<file path="config.mk">
export PLATFORM = sky130hd
export DESIGN_NAME = spi_port
export DESIGN_NICKNAME = d
export VERILOG_FILES = /design/src/rtl/spi_port_pkg.sv /design/src/rtl/spi_port_divider.sv /design/src/rtl/spi_port_master.sv /design/src/rtl/spi_port_slave.sv /design/src/rtl/spi_port_regs.sv /design/src/rtl/spi_port.sv
export SDC_FILE = /design/constraint.sdc
export NUM_CORES = 1
export LEC_CHECK = 0
export BUFFER_PORTS_ARGS = -buffer_cell sky130_fd_sc_hd__clkbuf_2
export CORE_MARGIN = 2
export CORE_UTILIZATION = 60
export CTS_CLUSTER_SIZE = 40
export DETAILED_ROUTE_END_ITERATION = 16
export MAX_ROUTING_LAYER = met4
export PLACE_DENSITY = 0.86
export RECOVER_POWER = 100
export SYNTH_ARGS = -nofsm -noshare
export SYNTH_HDL_FRONTEND = slang
export SYNTH_SLANG_ARGS = --single-unit
</file>
<file path="constraint.sdc">
create_clock -name clk -period 5.4 [get_ports clk]
set_input_delay 0.54 -clock clk [delete_from_list [all_inputs] [get_ports clk]]
set_output_delay 0.54 -clock clk [all_outputs]
set_load 0.005 [all_outputs]
</file>
<file path="src/rtl/spi_port_pkg.sv">
`timescale 1ns/1ps
package spi_port_pkg;

   typedef enum logic [2:0] {
      RA_DATA = 3'd0,
      RA_CTRL = 3'd1,
      RA_STAT = 3'd2,
      RA_SELC = 3'd3,
      RA_DIVL = 3'd4,
      RA_DIVH = 3'd5
   } reg_addr_e;

   // packed MSB first: bit 0 is master
   typedef struct packed {
      logic irq_en;
      logic auto_cs;
      logic cs_inv;
      logic cpha;
      logic cpol;
      logic master;
   } ctrl_t;

   localparam int unsigned CTRL_BITS = $bits(ctrl_t);

endpackage

</file>
<file path="src/rtl/spi_port_divider.sv">
`timescale 1ns/1ps
module spi_port_divider #(
   parameter int unsigned DIV_W = 16
) (
   input  logic             clk,
   input  logic             rst_n,
   input  logic             run_i,
   input  logic [DIV_W-1:0] div_i,
   output logic             tick_o
);

   logic [DIV_W-1:0] cnt_q;

   assign tick_o = run_i && (cnt_q == div_i);

   always_ff @(posedge clk or negedge rst_n) begin
      if (!rst_n)                cnt_q <= '0;
      else if (!run_i || tick_o) cnt_q <= '0;
      else                       cnt_q <= cnt_q + DIV_W'(1);
   end

   AST_TICK_SPACED: assert property (@(posedge clk) disable iff (!rst_n)
      (run_i && tick_o && div_i != '0) |=> !tick_o);

endmodule

</file>
<file path="src/rtl/spi_port_master.sv">
`timescale 1ns/1ps
module spi_port_master #(
   parameter int unsigned BYTE_W = 8
) (
   input  logic                       clk,
   input  logic                       rst_n,
   input  logic                       start_i,
   input  logic [BYTE_W-1:0]          tx_i,
   input  logic [$clog2(BYTE_W):0]    nbits_i,
   input  logic                       cpha_i,
   input  logic                       tick_i,
   input  logic                       miso_i,
   output logic                       busy_o,
   output logic                       sclk_o,
   output logic                       mosi_o,
   output logic                       done_o,
   output logic [BYTE_W-1:0]          rx_o
);

   localparam int unsigned CNT_W  = $clog2(BYTE_W);
   localparam int unsigned EDGE_W = CNT_W + 2;

   logic              busy_q, sclk_q, done_q;
   logic [EDGE_W-1:0] edge_q;
   logic [CNT_W:0]    nb_q;
   logic [BYTE_W-1:0] txsr_q, rxsr_q;
   logic [EDGE_W-1:0] edge_end;
   logic              lead, last, sample;

   assign edge_end = {nb_q, 1'b0};
   assign last     = (edge_q == edge_end - EDGE_W'(1));
   assign lead     = ~edge_q[0];
   assign sample   = lead ^ cpha_i;

   always_ff @(posedge clk or negedge rst_n) begin
      if (!rst_n) begin
         busy_q <= 1'b0;
         sclk_q <= 1'b0;
         done_q <= 1'b0;
         edge_q <= '0;
         nb_q   <= '0;
         txsr_q <= '0;
         rxsr_q <= '0;
      end else begin
         done_q <= busy_q && tick_i && last;
         if (start_i && !busy_q) begin
            busy_q <= 1'b1;
            sclk_q <= 1'b0;
            edge_q <= '0;
            nb_q   <= nbits_i;
            txsr_q <= tx_i;
            rxsr_q <= '0;
         end else if (busy_q && tick_i) begin
            sclk_q <= ~sclk_q;
            edge_q <= edge_q + EDGE_W'(1);
            if (sample)
               rxsr_q <= {rxsr_q[BYTE_W-2:0], miso_i};
            else if (edge_q != '0)
               txsr_q <= {txsr_q[BYTE_W-2:0], 1'b0};
            if (last) busy_q <= 1'b0;
         end
      end
   end

   assign busy_o = busy_q;
   assign sclk_o = sclk_q;
   assign mosi_o = txsr_q[BYTE_W-1];
   assign done_o = done_q;
   assign rx_o   = rxsr_q;

   AST_EDGE_BOUND: assert property (@(posedge clk) disable iff (!rst_n)
      busy_q |-> (edge_q < edge_end));
   AST_SCLK_REST: assert property (@(posedge clk) disable iff (!rst_n)
      !busy_q |-> !sclk_q);
   AST_DONE_ONCE: assert property (@(posedge clk) disable iff (!rst_n)
      done_q |=> !done_q);

endmodule

</file>
<file path="src/rtl/spi_port_slave.sv">
`timescale 1ns/1ps
module spi_port_slave #(
   parameter int unsigned BYTE_W      = 8,
   parameter int unsigned SYNC_STAGES = 2
) (
   input  logic                    clk,
   input  logic                    rst_n,
   input  logic                    en_i,
   input  logic                    cpol_i,
   input  logic                    cpha_i,
   input  logic [$clog2(BYTE_W):0] nbits_i,
   input  logic [BYTE_W-1:0]       tx_i,
   input  logic                    sclk_i,
   input  logic                    cs_n_i,
   input  logic                    mosi_i,
   output logic                    miso_o,
   output logic                    active_o,
   output logic                    rx_evt_o,
   output logic [BYTE_W-1:0]       rx_o,
   output logic                    rel_evt_o
);

   localparam int unsigned CNT_W = $clog2(BYTE_W);
   localparam logic [2:0]  SYNC_RST = 3'b010; // sclk 0, select idle, data 0

   logic [2:0]        stg_q [SYNC_STAGES];
   logic              sck, csn, sdi;
   logic              sck_q, act_q, act;
   logic              chg, lead, trail, do_sample, do_shift;
   logic [CNT_W:0]    bit_q;
   logic [BYTE_W-1:0] sr_q, rxsr_q, rx_q;
   logic              rx_evt_q, rel_q;

   always_ff @(posedge clk or negedge rst_n) begin
      if (!rst_n) begin
         for (int s = 0; s < SYNC_STAGES; s++) stg_q[s] <= SYNC_RST;
      end else begin
         stg_q[0] <= {sclk_i, cs_n_i, mosi_i};
         for (int s = 1; s < SYNC_STAGES; s++) stg_q[s] <= stg_q[s-1];
      end
   end

   assign {sck, csn, sdi} = stg_q[SYNC_STAGES-1];
   assign act       = en_i && !csn;
   assign chg       = (sck != sck_q);
   assign lead      = chg && (sck != cpol_i);
   assign trail     = chg && (sck == cpol_i);
   assign do_sample = cpha_i ? trail : lead;
   assign do_shift  = cpha_i ? lead : trail;

   always_ff @(posedge clk or negedge rst_n) begin
      if (!rst_n) begin
         sck_q    <= 1'b0;
         act_q    <= 1'b0;
         bit_q    <= '0;
         sr_q     <= '0;
         rxsr_q   <= '0;
         rx_q     <= '0;
         rx_evt_q <= 1'b0;
         rel_q    <= 1'b0;
      end else begin
         sck_q    <= sck;
         act_q    <= act;
         rx_evt_q <= 1'b0;
         rel_q    <= act_q && !act;
         if (act && !act_q) begin
            sr_q   <= tx_i;
            bit_q  <= '0;
            rxsr_q <= '0;
         end else if (act) begin
            if (do_sample) begin
               if (bit_q == nbits_i - (CNT_W+1)'(1)) begin
                  bit_q    <= '0;
                  rx_q     <= {rxsr_q[BYTE_W-2:0], sdi};
                  rx_evt_q <= 1'b1;
                  rxsr_q   <= '0;
                  if (cpha_i) sr_q <= tx_i;
               end else begin
                  bit_q  <= bit_q + (CNT_W+1)'(1);
                  rxsr_q <= {rxsr_q[BYTE_W-2:0], sdi};
               end
            end else if (do_shift) begin
               if (bit_q == '0) begin
                  if (!cpha_i) sr_q <= tx_i;
               end else begin
                  sr_q <= {sr_q[BYTE_W-2:0], 1'b0};
               end
            end
         end
      end
   end

   assign miso_o    = act ? sr_q[BYTE_W-1] : 1'b0;
   assign active_o  = act;
   assign rx_evt_o  = rx_evt_q;
   assign rx_o      = rx_q;
   assign rel_evt_o = rel_q;

   AST_SLV_BIT_BOUND: assert property (@(posedge clk) disable iff (!rst_n)
      act_q |-> (bit_q < nbits_i));
   AST_SLV_REL_AFTER_ACT: assert property (@(posedge clk) disable iff (!rst_n)
      $rose(rel_q) |-> $past(act_q));

endmodule

</file>
<file path="src/rtl/spi_port_regs.sv">
`timescale 1ns/1ps
module spi_port_regs
   import spi_port_pkg::*;
#(
   parameter int unsigned BYTE_W = 8,
   parameter int unsigned DIV_W  = 16,
   parameter int unsigned BUS_W  = 16
) (
   input  logic                    clk,
   input  logic                    rst_n,
   input  logic [2:0]              bus_addr,
   input  logic                    bus_wr,
   input  logic                    bus_rd,
   input  logic [BYTE_W-1:0]       bus_wdata,
   output logic [BUS_W-1:0]        bus_rdata,
   output ctrl_t                   ctrl_o,
   output logic [$clog2(BYTE_W)-1:0] cnt_o,
   output logic                    man_sel_o,
   output logic [DIV_W-1:0]        div_o,
   output logic [BYTE_W-1:0]       tx_o,
   output logic                    start_o,
   output logic                    done_flag_o,
   input  logic                    busy_i,
   input  logic                    done_evt_i,
   input  logic                    rx_evt_i,
   input  logic [BYTE_W-1:0]       rx_byte_i
);

   localparam int unsigned CNT_W = $clog2(BYTE_W);
   localparam int unsigned HI_W  = DIV_W - BYTE_W;

   ctrl_t             ctrl_q;
   logic [CNT_W-1:0]  cnt_q;
   logic              sel_q;
   logic [DIV_W-1:0]  div_q;
   logic [BYTE_W-1:0] tx_q, rx_q;
   logic              full_q, done_q, ovr_q;
   logic              wr_data, wr_stat, rd_data;

   assign wr_data = bus_wr && (bus_addr == RA_DATA);
   assign wr_stat = bus_wr && (bus_addr == RA_STAT);
   assign rd_data = bus_rd && (bus_addr == RA_DATA);
   assign start_o = wr_data && ctrl_q.master && !busy_i;

   always_ff @(posedge clk or negedge rst_n) begin
      if (!rst_n) begin
         ctrl_q <= '0;
         cnt_q  <= '0;
         sel_q  <= 1'b0;
         div_q  <= '0;
         tx_q   <= '0;
         rx_q   <= '0;
         full_q <= 1'b0;
         done_q <= 1'b0;
         ovr_q  <= 1'b0;
      end else begin
         if (bus_wr) begin
            unique case (bus_addr)
               RA_CTRL: ctrl_q <= ctrl_t'(bus_wdata[CTRL_BITS-1:0]);
               RA_SELC: begin
                  cnt_q <= bus_wdata[CNT_W-1:0];
                  sel_q <= bus_wdata[CNT_W];
               end
               RA_DIVL: div_q[BYTE_W-1:0]     <= bus_wdata;
               RA_DIVH: div_q[DIV_W-1:BYTE_W] <= bus_wdata[HI_W-1:0];
               RA_DATA: if (!(ctrl_q.master && busy_i)) tx_q <= bus_wdata;
               default: ;
            endcase
         end
         done_q <= (done_q && !(wr_stat && bus_wdata[0])) || done_evt_i;
         ovr_q  <= (ovr_q && !(wr_stat && bus_wdata[1]))
                   || (rx_evt_i && full_q && !rd_data);
         if (rx_evt_i) begin
            rx_q   <= rx_byte_i;
            full_q <= 1'b1;
         end else if (rd_data) begin
            full_q <= 1'b0;
         end
      end
   end

   always_comb begin
      bus_rdata = '0;
      unique case (bus_addr)
         RA_DATA: bus_rdata[BYTE_W-1:0]    = rx_q;
         RA_CTRL: bus_rdata[CTRL_BITS-1:0] = ctrl_q;
         RA_STAT: bus_rdata[2:0]           = {busy_i, ovr_q, done_q};
         RA_SELC: bus_rdata[CNT_W:0]       = {sel_q, cnt_q};
         RA_DIVL: bus_rdata[BYTE_W-1:0]    = div_q[BYTE_W-1:0];
         RA_DIVH: bus_rdata[HI_W-1:0]      = div_q[DIV_W-1:BYTE_W];
         default: bus_rdata = '0;
      endcase
   end

   assign ctrl_o      = ctrl_q;
   assign cnt_o       = cnt_q;
   assign man_sel_o   = sel_q;
   assign div_o       = div_q;
   assign tx_o        = tx_q;
   assign done_flag_o = done_q;

   AST_OVR_NEEDS_FULL: assert property (@(posedge clk) disable iff (!rst_n)
      $rose(ovr_q) |-> $past(full_q));
   AST_DONE_STICKY: assert property (@(posedge clk) disable iff (!rst_n)
      (done_q && !wr_stat) |=> done_q);

endmodule

</file>
<file path="src/rtl/spi_port.sv">
`timescale 1ns/1ps
module spi_port
   import spi_port_pkg::*;
#(
   parameter int unsigned BYTE_W      = 8,
   parameter int unsigned DIV_W       = 16,
   parameter int unsigned BUS_W       = 16,
   parameter int unsigned SYNC_STAGES = 2
) (
   input  logic              clk,
   input  logic              rst_n,
   input  logic [2:0]        bus_addr,
   input  logic              bus_wr,
   input  logic              bus_rd,
   input  logic [BYTE_W-1:0] bus_wdata,
   output logic [BUS_W-1:0]  bus_rdata,
   output logic              m_sclk_o,
   output logic              m_mosi_o,
   input  logic              m_miso_i,
   output logic              m_cs_o,
   input  logic              s_sclk_i,
   input  logic              s_cs_n_i,
   input  logic              s_mosi_i,
   output logic              s_miso_o,
   output logic              irq_o
);

   localparam int unsigned CNT_W = $clog2(BYTE_W);

   if (BYTE_W < 8 || (BYTE_W & (BYTE_W - 1)) != 0) begin : g_bad_byte
      $error("BYTE_W must be a power of two of at least 8");
   end
   if (DIV_W <= BYTE_W || DIV_W > 2 * BYTE_W) begin : g_bad_div
      $error("DIV_W must lie between BYTE_W+1 and 2*BYTE_W");
   end
   if (BUS_W < BYTE_W) begin : g_bad_bus
      $error("BUS_W must be at least BYTE_W");
   end
   if (SYNC_STAGES < 2) begin : g_bad_sync
      $error("SYNC_STAGES must be at least 2");
   end

   ctrl_t             ctrl;
   logic [CNT_W-1:0]  cnt;
   logic [CNT_W:0]    nbits;
   logic              man_sel, start, done_flag, tick;
   logic [DIV_W-1:0]  div;
   logic [BYTE_W-1:0] tx_buf, m_rx, s_rx, rx_byte;
   logic              m_busy, m_sclk_raw, m_done;
   logic              s_act, s_rx_evt, s_rel;
   logic              busy, cs_assert;

   assign nbits = (cnt == '0) ? (CNT_W+1)'(BYTE_W) : {1'b0, cnt};

   spi_port_regs #(.BYTE_W(BYTE_W), .DIV_W(DIV_W), .BUS_W(BUS_W)) u_regs (
      .clk(clk), .rst_n(rst_n),
      .bus_addr(bus_addr), .bus_wr(bus_wr), .bus_rd(bus_rd),
      .bus_wdata(bus_wdata), .bus_rdata(bus_rdata),
      .ctrl_o(ctrl), .cnt_o(cnt), .man_sel_o(man_sel), .div_o(div),
      .tx_o(tx_buf), .start_o(start), .done_flag_o(done_flag),
      .busy_i(busy), .done_evt_i(m_done || s_rel),
      .rx_evt_i(m_done || s_rx_evt), .rx_byte_i(rx_byte)
   );

   spi_port_divider #(.DIV_W(DIV_W)) u_div (
      .clk(clk), .rst_n(rst_n), .run_i(m_busy), .div_i(div), .tick_o(tick)
   );

   spi_port_master #(.BYTE_W(BYTE_W)) u_mst (
      .clk(clk), .rst_n(rst_n),
      .start_i(start), .tx_i(bus_wdata), .nbits_i(nbits), .cpha_i(ctrl.cpha),
      .tick_i(tick), .miso_i(m_miso_i),
      .busy_o(m_busy), .sclk_o(m_sclk_raw), .mosi_o(m_mosi_o),
      .done_o(m_done), .rx_o(m_rx)
   );

   spi_port_slave #(.BYTE_W(BYTE_W), .SYNC_STAGES(SYNC_STAGES)) u_slv (
      .clk(clk), .rst_n(rst_n), .en_i(!ctrl.master),
      .cpol_i(ctrl.cpol), .cpha_i(ctrl.cpha), .nbits_i(nbits), .tx_i(tx_buf),
      .sclk_i(s_sclk_i), .cs_n_i(s_cs_n_i), .mosi_i(s_mosi_i),
      .miso_o(s_miso_o), .active_o(s_act),
      .rx_evt_o(s_rx_evt), .rx_o(s_rx), .rel_evt_o(s_rel)
   );

   assign busy      = ctrl.master ? m_busy : s_act;
   assign rx_byte   = ctrl.master ? m_rx : s_rx;
   assign cs_assert = ctrl.auto_cs ? (ctrl.master && m_busy) : man_sel;
   assign m_cs_o    = ctrl.cs_inv ? cs_assert : ~cs_assert;
   assign m_sclk_o  = ctrl.master ? (m_sclk_raw ^ ctrl.cpol) : ctrl.cpol;
   assign irq_o     = done_flag && ctrl.irq_en;

   AST_SCLK_IDLE: assert property (@(posedge clk) disable iff (!rst_n)
      (ctrl.master && !m_busy) |-> (m_sclk_o == ctrl.cpol));
   AST_CS_AUTO_ACTIVE: assert property (@(posedge clk) disable iff (!rst_n)
      (ctrl.auto_cs && ctrl.master && m_busy) |-> (m_cs_o == ctrl.cs_inv));
   AST_DONE_SETS_FLAG: assert property (@(posedge clk) disable iff (!rst_n)
      m_done |=> done_flag);
   AST_IRQ_QUIET: assert property (@(posedge clk) disable iff (!rst_n)
      !done_flag |-> !irq_o);

endmodule

</file>
; ---- After elaboration in Yosys (flattened, before gate mapping)
; Index checks and enable logic that the tools add are counted.
[op_classes]
muxes = 50
n_addsub = 5
n_eq_ne = 15
n_bitwise = 7
n_reduce_logical = 60
[op_table]
columns = op, n
row1 = $mux 8, 16
row2 = $mux 7, 4
row3 = $logic_and 1x1->1, 23
row4 = $mux 4, 5
row5 = $mux 1, 18
row6 = $pmux 3 s6, 1
row7 = $add 16x1->16 const B, 1
row8 = $eq 16x16->1, 1
row9 = $mux 16, 1
row10 = $reduce_and 2->1, 7
row11 = $reduce_bool 2->1, 7
row12 = $mux 5, 2
row13 = $logic_not 1->1, 9
row14 = $pmux 2 s4, 1
row15 = $eq 3x2->1 const B, 2
row16 = $eq 3x3->1 const B, 2
row17 = $logic_not 3->1, 2
row18 = $ne 3x3->1 const B, 2
row19 = $pmux 2 s3, 1
row20 = $reduce_and 3->1, 2
row21 = $add 5x1->5 const B, 1
row22 = $eq 5x5->1, 1
row23 = $logic_or 1x1->1, 5
row24 = $not 1->1, 5
row25 = other kinds (16), 18
[word_totals]
elab_cells = 170
reg_bits = 126
in_bits = 19

; ---- Depth between registers and ports, before layout
; Gate-level depths: netlist of run 1.
[logic_depth]
depth_word = 8
mapped_depth = 9
ltp_nobuf = 8

; ---- Modules after synthesis
; Synthesis of run 1 repeated with hierarchy kept, for this count alone.
[unflattened]
cells_unflattened = 532
area_unflattened_um2 = 6447.4
[by_module_without_submodules]
columns = mod, n_inst, seq_area_each_um2, area_each_um2, cells_each
row1 = spi_port_regs, 1, 1126.1, 2190.9, 156
row2 = spi_port_slave, 1, 928.4, 1680.4, 120
row3 = spi_port_master, 1, 700.7, 1355.0, 132
row4 = spi_port_divider, 1, 400.4, 994.7, 101
row5 = spi_port, 1, 0.0, 226.5, 23

; ---- Worst setup path before layout of run 1
; OpenSTA, ideal clock, no wires.
[synth_path]
path_kind = flip-flop to flip-flop
from = reg u_regs.cnt_q[0] (netlist: u_regs.cnt_o[0])
to = reg u_slv.rx_q[0] (netlist: u_slv.rx_o[0])
path_buffers = 1
setup_slack_ps = 2984
stages_incl_launch_ff = 10
setup_ps = 125
arrival_ps = 2292
cell_sequence = dfrtp_1 inv_1 ha_1 ha_1 nor4b_1 a31oi_1 a21oi_1 and4_2 buf_4 mux2_2
[synth_between]
elab_chain_len = 5
[synth_rtl]
columns = element, line_no
row1 = "start, declared", spi_port_regs.sv:33  ; logic [CNT_W-1:0] cnt_q;
row2 = "start signal, assigned", spi_port_regs.sv:61  ; cnt_q <= bus_wdata[CNT_W-1:0];
row3 = $logic_not 3->1, spi_port.sv:53  ; assign nbits = (cnt == '0) ? (CNT_W+1)'(BYTE_W) : {1'b0, cnt};
row4 = $mux 4, spi_port.sv:53
row5 = net nbits[3], spi_port.sv:45  ; logic [CNT_W:0] nbits;
row6 = $sub 4x1->4, spi_port_slave.sv:72  ; if (bit_q == nbits_i - (CNT_W+1)'(1)) begin
row7 = $eq 4x4->1, spi_port_slave.sv:72
row8 = $reduce_and 4->1 (no source line), -
row9 = "end signal, assigned", spi_port_slave.sv:74  ; rx_q <= {rxsr_q[BYTE_W-2:0], sdi};
row10 = "end, declared", spi_port_slave.sv:31  ; logic [BYTE_W-1:0] sr_q, rxsr_q, rx_q;
; The timed path passes the listed nets, and every way through them passes these cells.
; A chain may end at the register's enable or synchronous reset.

; ---- Final worst setup path of run 1
[layout_path]
from = reg u_slv.bit_q[0]
to = reg u_slv.sr_q[1]
[layout_between]
elab_chain_len = 6
[layout_rtl]
columns = element, line_no
row1 = "start, declared", spi_port_slave.sv:30  ; logic [CNT_W:0] bit_q;
row2 = "start signal, assigned", spi_port_slave.sv:79  ; bit_q <= bit_q + (CNT_W+1)'(1);
row3 = $logic_not 4->1, spi_port_slave.sv:83  ; if (bit_q == '0) begin
row4 = $mux 8, spi_port_slave.sv:83
row5 = $mux 8, spi_port_slave.sv:82  ; end else if (do_shift) begin
row6 = $mux 8, spi_port_slave.sv:71  ; if (do_sample) begin
row7 = $mux 8, spi_port_slave.sv:70  ; end else if (act) begin
row8 = $mux 8, spi_port_slave.sv:66  ; if (act && !act_q) begin
row9 = "end signal, assigned", spi_port_slave.sv:67  ; sr_q <= tx_i;
row10 = "end signal, assigned", spi_port_slave.sv:84  ; if (!cpha_i) sr_q <= tx_i;
row11 = "end signal, assigned", spi_port_slave.sv:86  ; sr_q <= {sr_q[BYTE_W-2:0], 1'b0};
row12 = "end, declared", spi_port_slave.sv:31
; Several ways; a longest one is shown, not always the timed one. The select of a mux whose other input is x is not followed.

==> results.md, run 1 <==
- Rows: 37
- Quantity of gates resized following cts: 0
- Starting DRC count in detailed routing: between 400 and 500
- Post-synthesis share of cell area spent on xor and xnor gates: 5.97%
- Overall die area: between 0.01 and 0.015 mm2
- Total iterations of the first detailed-routing run: 5
- Ranking of synthesized cells by area: sky130_fd_sc_hd__dfrtp_1 (48%), sky130_fd_sc_hd__mux2_2 (7.7%), sky130_fd_sc_hd__xor2_1 (4.2%)
- Number of max-cap violations: 2
- Worst reg2reg setup slack: approximately 1.7 ns
- Routed via count: ~4700
- Setup bufs post-CTS: 0
- Remaining global-route overflow: 0
- Number of DRC violations after detailed routing: 0
- FMAX: 0.272 GHz
- Cell chosen for the clock root: sky130_fd_sc_hd__clkbuf_8
- Run status: finished, violations left
- Worst hold-check path type: input port to register
- Synthesized-area fraction occupied by adder cells: about 1.5%
- Worst IR drop on VDD: between 0.0002 and 0.00025 V
- Mux share of post-synthesis cell area: between 10% and 20%
- Number of sinks handled by clock tree synthesis: roughly 130
- Cell type contributing the most total cell area after synthesis: sky130_fd_sc_hd__dfrtp_1
- H-tree level count: 4
- Worst relative slew slack: -113%
- Dominant synthesized flop cell: sky130_fd_sc_hd__dfrtp_1
- Top-area cell type share of the netlist area: approximately 48%
- Number of filler cells placed in the layout: 735
- Post-synthesis to final-layout area growth: 10.4%
- Final net count: between 600 and 700
- Diode count: 0
- Pwr per Cell Area: about 420 mW/mm2
- Unique masters post-synth: between 60 and 70
- Initial cell density of the core: between 60 and 70%
- Final max-slew violation count: 68
- Global-route wire length before repair: about 25000 um
- Horizontal die dimension: roughly 110 um
- Leading cell type by number of instances after synthesis: sky130_fd_sc_hd__dfrtp_1
- Final ANT Viol Nets: 0
- Area after detailed placement: 0.00665 mm2
- Vertical die dimension: 108 um
- Setup Total Neg Slack: 0 ns
- Ratio of routed vias to standard cells: around 6.4
- Initial antenna violation count: 0
- Longest Clk Path Bufs: 2
- Critical path data arrival time: slightly above 4 ns
- Mean post-synth cell area: 11.3 um2
- Critical-path top delay cell: sky130_fd_sc_hd__o31ai_1
- Violations in the final reports: max-capacitance violations, max-slew violations
- Cell-by-cell trace of the critical path: inv_1, ha_1, nor3b_1, a211oi_1, o31ai_1, mux2_4
- Final standard cell area without fillers: between 0.007 and 0.008 mm2
- Start-to-end type of the worst setup path: register to register
- Port Buffers: 31
- Top cells by instance count after synthesis: sky130_fd_sc_hd__dfrtp_1 (124), sky130_fd_sc_hd__nand2_1 (51), sky130_fd_sc_hd__mux2_2 (44), sky130_fd_sc_hd__nor2_1 (35), sky130_fd_sc_hd__xor2_1 (31)
- Stage delay of the slowest cell on the critical path: between 1 and 1.5 ns
- Weighted congestion reported at the end of routability-driven placement: roughly 0.93
- Critical Path Source Type: register
- Clock Skew: 0.00709 ns
- Synthesized flop and latch total: 126
- Async set or reset register ratio after synthesis: 100%
- Total of warnings raised by yosys: 0
- Synthesized instance count: approximately 580
- Setup repair after global routing missed its margin: false
- Average routed wire per standard cell: 20.4 um
- LEAKAGE: between 0.003 and 0.004 uW
- Transition time at the pin with the least slew margin: approximately 3.2 ns
- Largest family of logic cells by synthesized area: multiplexers
- Placeable core area: about 0.010 mm2
- Hold bufs inserted after CTS: 0
- Number of top-level pins: 40
- All-Layer GR Usage: between 20 and 30%
- Final setup violation count: 0
- Maximum fanout encountered on the critical timing path: 11
- Compound-cell area share of the yosys netlist: between 10% and 20%
- Required time reported for the critical path endpoint: 5.82 ns
- Fraction of final layout cells sized beyond drive strength 1: 20.3%
- Number of enable flip-flop cells after synthesis: 0
- Pin count of the biggest net entering global routing: 70
- Detailed Route WL: roughly 15000 um
- Synthesized-area fraction occupied by and/or/nand/nor cells: between 10% and 20%
- Clk slew on worst S/H paths: 0.06 ns
- Clk_lat worst skew: 0.54 ns
- Share of the cycle needed by the critical path after routing: between 60% and 70%
- Via count of the first global-routing pass: approximately 4800
- Setup crit end kind: register
- Num CTS Buffers: 17
- Sequential fraction of the synthesis area: between 40% and 50%
- Time the final worst path needs with I/O delays and setup: about 3.7 ns
- Syn Std Cell Area: between 0.006 and 0.007 mm2
- HPWL after DPL: about 10000 um
- Final hold vios: 0
- CTS tree: built
==> flip-flops by register name (all words and copies together) (netlist names), 3 cells and up <==
signal / cells
u_regs.cnt_o: 3
u_mst.nb_q: 4
u_mst.txsr_q: 8
u_slv.stg_q: 3
u_div.cnt_q: 16
u_slv.sr_q: 8
u_slv.bit_q: 4
u_regs.tx_o: 8
u_regs.rx_q: 8
u_regs.ctrl_o: 6
u_slv.rxsr_q: 7
u_regs.div_o: 16
u_mst.edge_q: 5
u_slv.rx_o: 8
u_mst.rx_o: 8
==> per-stage QoR <==
stage	hold WS, ns	util [%]	total power (uW)	setup WS (ns)	cells
floorplan	0.244	-	1750	2.98	582
detailed placement	0.336	63.8	1940	2.55	714
CTS	0.0705	68.9	2980	2.38	743
global route	0.0791	68.6	3110	1.49	743
finish	0.0864	68.6	2970	1.73	743
global placement	0.332	63.8	1900	2.59	714
==> cells in the final DEF (no fill, tap or decap), types with 4 or more instances in the layout <==
cell type / netlist / final
sky130_fd_sc_hd__a211oi_1: 7 / 7
sky130_fd_sc_hd__a21oi_1: 9 / 9
sky130_fd_sc_hd__a221o_1: 7 / 7
sky130_fd_sc_hd__a22o_1: 8 / 8
sky130_fd_sc_hd__a31oi_1: 6 / 6
sky130_fd_sc_hd__and2_1: 14 / 12
sky130_fd_sc_hd__and3_1: 6 / 6
sky130_fd_sc_hd__and4_1: 4 / 5
sky130_fd_sc_hd__clkbuf_1: 16 / 6
sky130_fd_sc_hd__clkbuf_16: 0 / 16
sky130_fd_sc_hd__clkbuf_2: 0 / 26
sky130_fd_sc_hd__clkbuf_8: 0 / 4
sky130_fd_sc_hd__clkinv_2: 0 / 6
sky130_fd_sc_hd__conb_1: 1 / 8
sky130_fd_sc_hd__dfrtp_1: 124 / 124
sky130_fd_sc_hd__ha_1: 8 / 8
sky130_fd_sc_hd__inv_1: 14 / 14
sky130_fd_sc_hd__mux2_2: 44 / 44
sky130_fd_sc_hd__mux2_4: 8 / 8
sky130_fd_sc_hd__mux2i_1: 22 / 22
sky130_fd_sc_hd__mux4_2: 5 / 5
sky130_fd_sc_hd__nand2_1: 51 / 51
sky130_fd_sc_hd__nand2b_1: 4 / 4
sky130_fd_sc_hd__nand3_1: 8 / 8
sky130_fd_sc_hd__nand4_1: 11 / 11
sky130_fd_sc_hd__nor2_1: 35 / 35
sky130_fd_sc_hd__nor3_1: 11 / 11
sky130_fd_sc_hd__nor4_1: 6 / 7
sky130_fd_sc_hd__nor4b_1: 8 / 8
sky130_fd_sc_hd__o21a_1: 6 / 6
sky130_fd_sc_hd__o21ai_0: 15 / 15
sky130_fd_sc_hd__o22ai_1: 6 / 6
sky130_fd_sc_hd__o31ai_1: 7 / 8
sky130_fd_sc_hd__o32ai_1: 6 / 6
sky130_fd_sc_hd__xnor2_1: 10 / 10
sky130_fd_sc_hd__xor2_1: 31 / 31
==> where the power goes <==
part           switching (uW)  internal [uW]  total (uW)
clock                     403            633        1040
combinational             322            321         642
sequential                200           1100        1300
total                     924           2050        2970
==> worst paths after layout <==
path / startpoint / end / cells after the start
setup / recovery: u_slv.bit_q[0] / u_slv.sr_q[1] / 6
setup reg to reg: u_slv.bit_q[0] / u_slv.sr_q[1] / 6
max in group asynchronous: rst_n / u_slv.rxsr_q[1] / 2
hold / removal: s_cs_n_i / u_slv.stg_q[4] / 1
hold reg to reg: u_slv.stg_q[5] / u_slv.sck / 0
min in group asynchronous: rst_n / u_slv.sck / 1
==> final cells by class <==
class | instances | area (um2) | share of cell area (%)
Multi-Input combinational cell | 403 | 3070 | 42.9
Tap cell | 136 | 170 | 2.38
Timing Repair Buffer | 33 | 164 | 2.29
Clock inverter | 8 | 67.6 | 0.946
Sequential cell | 126 | 3160 | 44.2
Inverter | 16 | 60.1 | 0.841
Clock buffer | 21 | 459 | 6.43
==> logic make-up after synthesis <==
logic type	count (synthesis)
other cells	1
compound gates	93
flops	126
fa+ha+maj	8
xor+xnor	42
simple gates	172
buf+inv	53
mux	80
==> routing by layer <==
metal / routed length (um) / share of wire, % / GRT usage, %
met5: 0 / 0 / -
met4: 395 / 2.6 / 11.8
met3: 1090 / 7.2 / 7.51
met2: 7440 / 49 / 45.0
met1: 6220 / 41 / 36.3
==> critical path, delay by kind of cell, from the launching register on <==
family | cells | cell delay, ns
muxes | 1 | 0.36
DFF | 1 | 0.43
and+or+nand+nor | 1 | 0.94
AOI/OAI and AO/OA | 2 | 1.56
adders and majority gates | 1 | 0.15
buffers and inverters | 1 | 0.12
No activity file was read; power rests on OpenSTA's default activity.
==> run 2, diff against run 1 <==
clock period = 3.6 ns   (was 5.4 ns; I/O delays follow)
==> run 2 against run 1 <==
Compared with the run above:
- the flow still finishes with violations (max-capacitance violations, max-slew violations)
- first-iteration DRC count down 2.7%
- via count is 2.0% higher
- global-route usage is 1.1 points higher
- critical path depth shrank 1
- register-to-register slack got worse by 1.0 ns
- clock skew grew 0.0028 ns
- power rose by 55%
- routed wire length up 2.9%
- sequential cell count did not move
- clock power up 64%
- critical path type is now register to output port
- largest cell class unchanged
==> results.md, run 2 (synthesized netlist as in run 1, its figures left out) <==
- Run status: finished, violations left (unchanged)
- Violations in the final reports: max-capacitance violations, max-slew violations (unchanged)
- Number of max-cap violations: 1 (was 2)
- Vertical die dimension: 108 um (unchanged)
- Number of DRC violations after detailed routing: 0 (unchanged)
- Time the final worst path needs with I/O delays and setup: between 2 and 3 ns
- Longest Clk Path Bufs: 2 (unchanged)
- Stage delay of the slowest cell on the critical path: 0.70 ns (was 1.34 ns)
- Total power of the final layout: 4610 uW (was 2970 uW)
- Setup crit end kind: output port (was register)
- Post-synthesis to final-layout area growth: 11.8% (was 10.4%)
- Pre-CTS worst setup slack: 0.829 ns (was 2.55 ns)
- Num CTS Buffers: 17 (unchanged)
- Final hold vios: 0 (unchanged)
- Initial antenna violation count: 0 (unchanged)
- Commonest cells after routing, fill and taps aside: sky130_fd_sc_hd__dfrtp_1 (124), sky130_fd_sc_hd__nand2_1 (51), sky130_fd_sc_hd__mux2_2 (48) (was sky130_fd_sc_hd__dfrtp_1 (124), sky130_fd_sc_hd__nand2_1 (51), sky130_fd_sc_hd__mux2_2 (44))
- Routed via count: 4824 (was 4730)
- Starting DRC count in detailed routing: 470 (was 483)
- Post-Layout Cell Count: 752 (was 743)
- Horizontal die dimension: 108 um (unchanged)
- Ratio of routed vias to standard cells: 6.41 (was 6.37)
- Weighted congestion reported at the end of routability-driven placement: 0.930 (was 0.926)
- FMAX: 0.344 GHz
- Detailed Route WL: 15600 um (was 15200 um)
- Total iterations of the first detailed-routing run: 5 (unchanged)
- Leading cell type in the layout, fill and taps excluded: sky130_fd_sc_hd__dfrtp_1 (unchanged)
- Placeable core area: 0.0104 mm2 (unchanged)
- Setup repair after global routing missed its margin: false (unchanged)
- Transition time at the pin with the least slew margin: 2.12 ns (was 3.19 ns)
- Worst hold-check path type: input port to register (unchanged)
- Via count of the first global-routing pass: 4832 (was 4774)
- Number of top-level pins: 40 (unchanged)
- Final setup violation count: 0 (unchanged)
- Diode count: 0 (unchanged)
- Final ANT Viol Nets: 0 (unchanged)
- Critical path data arrival time: 2.55 ns (was 4.09 ns)
- Most frequent cell on the critical path: sky130_fd_sc_hd__a21oi_1
- Clk slew on worst S/H paths: 0.06 ns (about the same)
- Share of the cycle needed by the critical path after routing: roughly four fifths
- Required time reported for the critical path endpoint: 3.24 ns (was 5.82 ns)
- Final max-slew violation count: 85 (was 68)
- Setup bufs post-CTS: 0 (unchanged)
- Overall die area: 0.0116 mm2 (unchanged)
- Critical-path top delay cell: sky130_fd_sc_hd__dfrtp_1 (was sky130_fd_sc_hd__o31ai_1)
- Fraction of final layout cells sized beyond drive strength 1: 20.5% (was 20.3%)
- Min setup slack post-route: 0.691 ns (was 1.73 ns)
- Remaining global-route overflow: 0 (unchanged)
- Final standard cell utilization of the core: 69.5% (was 68.6%)
- Average routed wire per standard cell: 20.7 um (was 20.4 um)
- CTS tree: built (unchanged)
- Cell-by-cell trace of the critical path: or2_0, a21oi_1, a21oi_1, o31ai_1, clkbuf_1 (was inv_1, ha_1, nor3b_1, a211oi_1, o31ai_1, mux2_4)
- Number of placed instances, taps included: 717 (was 714)
- Clk_lat worst skew: 0.54 ns (about the same)
- Number of sinks handled by clock tree synthesis: 126 (unchanged)
- Initial cell density of the core: 62.1% (unchanged)
- Port Buffers: 31 (unchanged)
- Pin count of the biggest net entering global routing: 85 (was 70)
- Worst relative slew slack: -41.3% (was -113%)
- Clock Skew: 0.00992 ns (was 0.00709 ns)
- LEAKAGE: 0.00323 uW (was 0.00322 uW)
- Maximum fanout encountered on the critical timing path: 17 (was 11)
- Worst IR drop on VDD: 0.000420 V (was 0.000250 V)
- HPWL after DPL: 10300 um (was 10200 um)
- All-Layer GR Usage: 30.1% (was 28.9%)
- Pwr per Cell Area: 637 mW/mm2 (was 416 mW/mm2)
- Cell chosen for the clock root: sky130_fd_sc_hd__clkbuf_8 (unchanged)
- Final net count: 630 (was 624)
- Critical Path Source Type: register (unchanged)
- H-tree level count: 4 (unchanged)
- Rows: 37 (unchanged)
- Global-route wire length before repair: 25300 um (was 24700 um)
- Start-to-end type of the worst setup path: register to output port (was register to register)
- Setup Total Neg Slack: 0 ns (unchanged)
[run 2: power by group]
part           total [uW]  leakage (uW)  switching (uW)  internal (uW)
clock network        1710      0.000280             624           1090
logic                 957       0.00133             497            460
registers            1940       0.00162             302           1640
total                4610       0.00323            1420           3190
[run 2: final cells by class]
type | count | area [um2]
sequential | 126 | 3160
timing repair buffer | 39 | 208
clock inverter | 11 | 140
clock buffer | 21 | 449
fill | 730 | 3180
inverter | 16 | 60.1
tap | 136 | 170
multi-input combinational | 403 | 3050
[run 2: critical path, delay by kind of cell, from the launching register on]
family	cells	cell delay, ns
AND/OR/NAND/NOR	1	0.53
buffers and inverters	1	0.16
flip-flops	1	0.70
AO/OA/AOI/OAI	3	0.62
[run 2: metal layers]
layer / track usage (%) / up-vias / wire [um]
li1: - / 2125 / -
met1: 37.1 / 2411 / 6170
met2: 45.5 / 235 / 7660
met3: 8.23 / 53 / 1200
met4: 15.5 / 0 / 575
met5: - / - / 0
[run 2: repair_timing]
| action | in CTS | in global routing |
|---|---|---|
| hold buffers | 3 | 0 |
| resized for setup | 0 | 0 |
| endpoints found under the hold margin | 3 | 0 |
[run 2: final timing paths]
path                                   from  cells after the start              to  slack [ns]
setup / recovery           u_regs.ctrl_o[0]                      5    bus_rdata[2]        0.69
hold / removal                     m_miso_i                      3   u_mst.rx_o[0]        0.11
setup reg to reg            u_regs.cnt_o[0]                      8   u_slv.rx_o[3]        0.71
hold reg to reg              u_slv.stg_q[5]                      0       u_slv.sck        0.35
max in group asynchronous             rst_n                      2  u_slv.bit_q[0]        1.13
min in group asynchronous             rst_n                      1  u_slv.stg_q[5]        0.42
[run 2: metrics by stage]
stage	hold WS (ns)	area (um2)
floorplan	0.0644	6500
global route	0.0941	7240
global placement	0.334	6670
CTS	0.0411	7290
detailed placement	0.339	6670
finish	0.113	7240
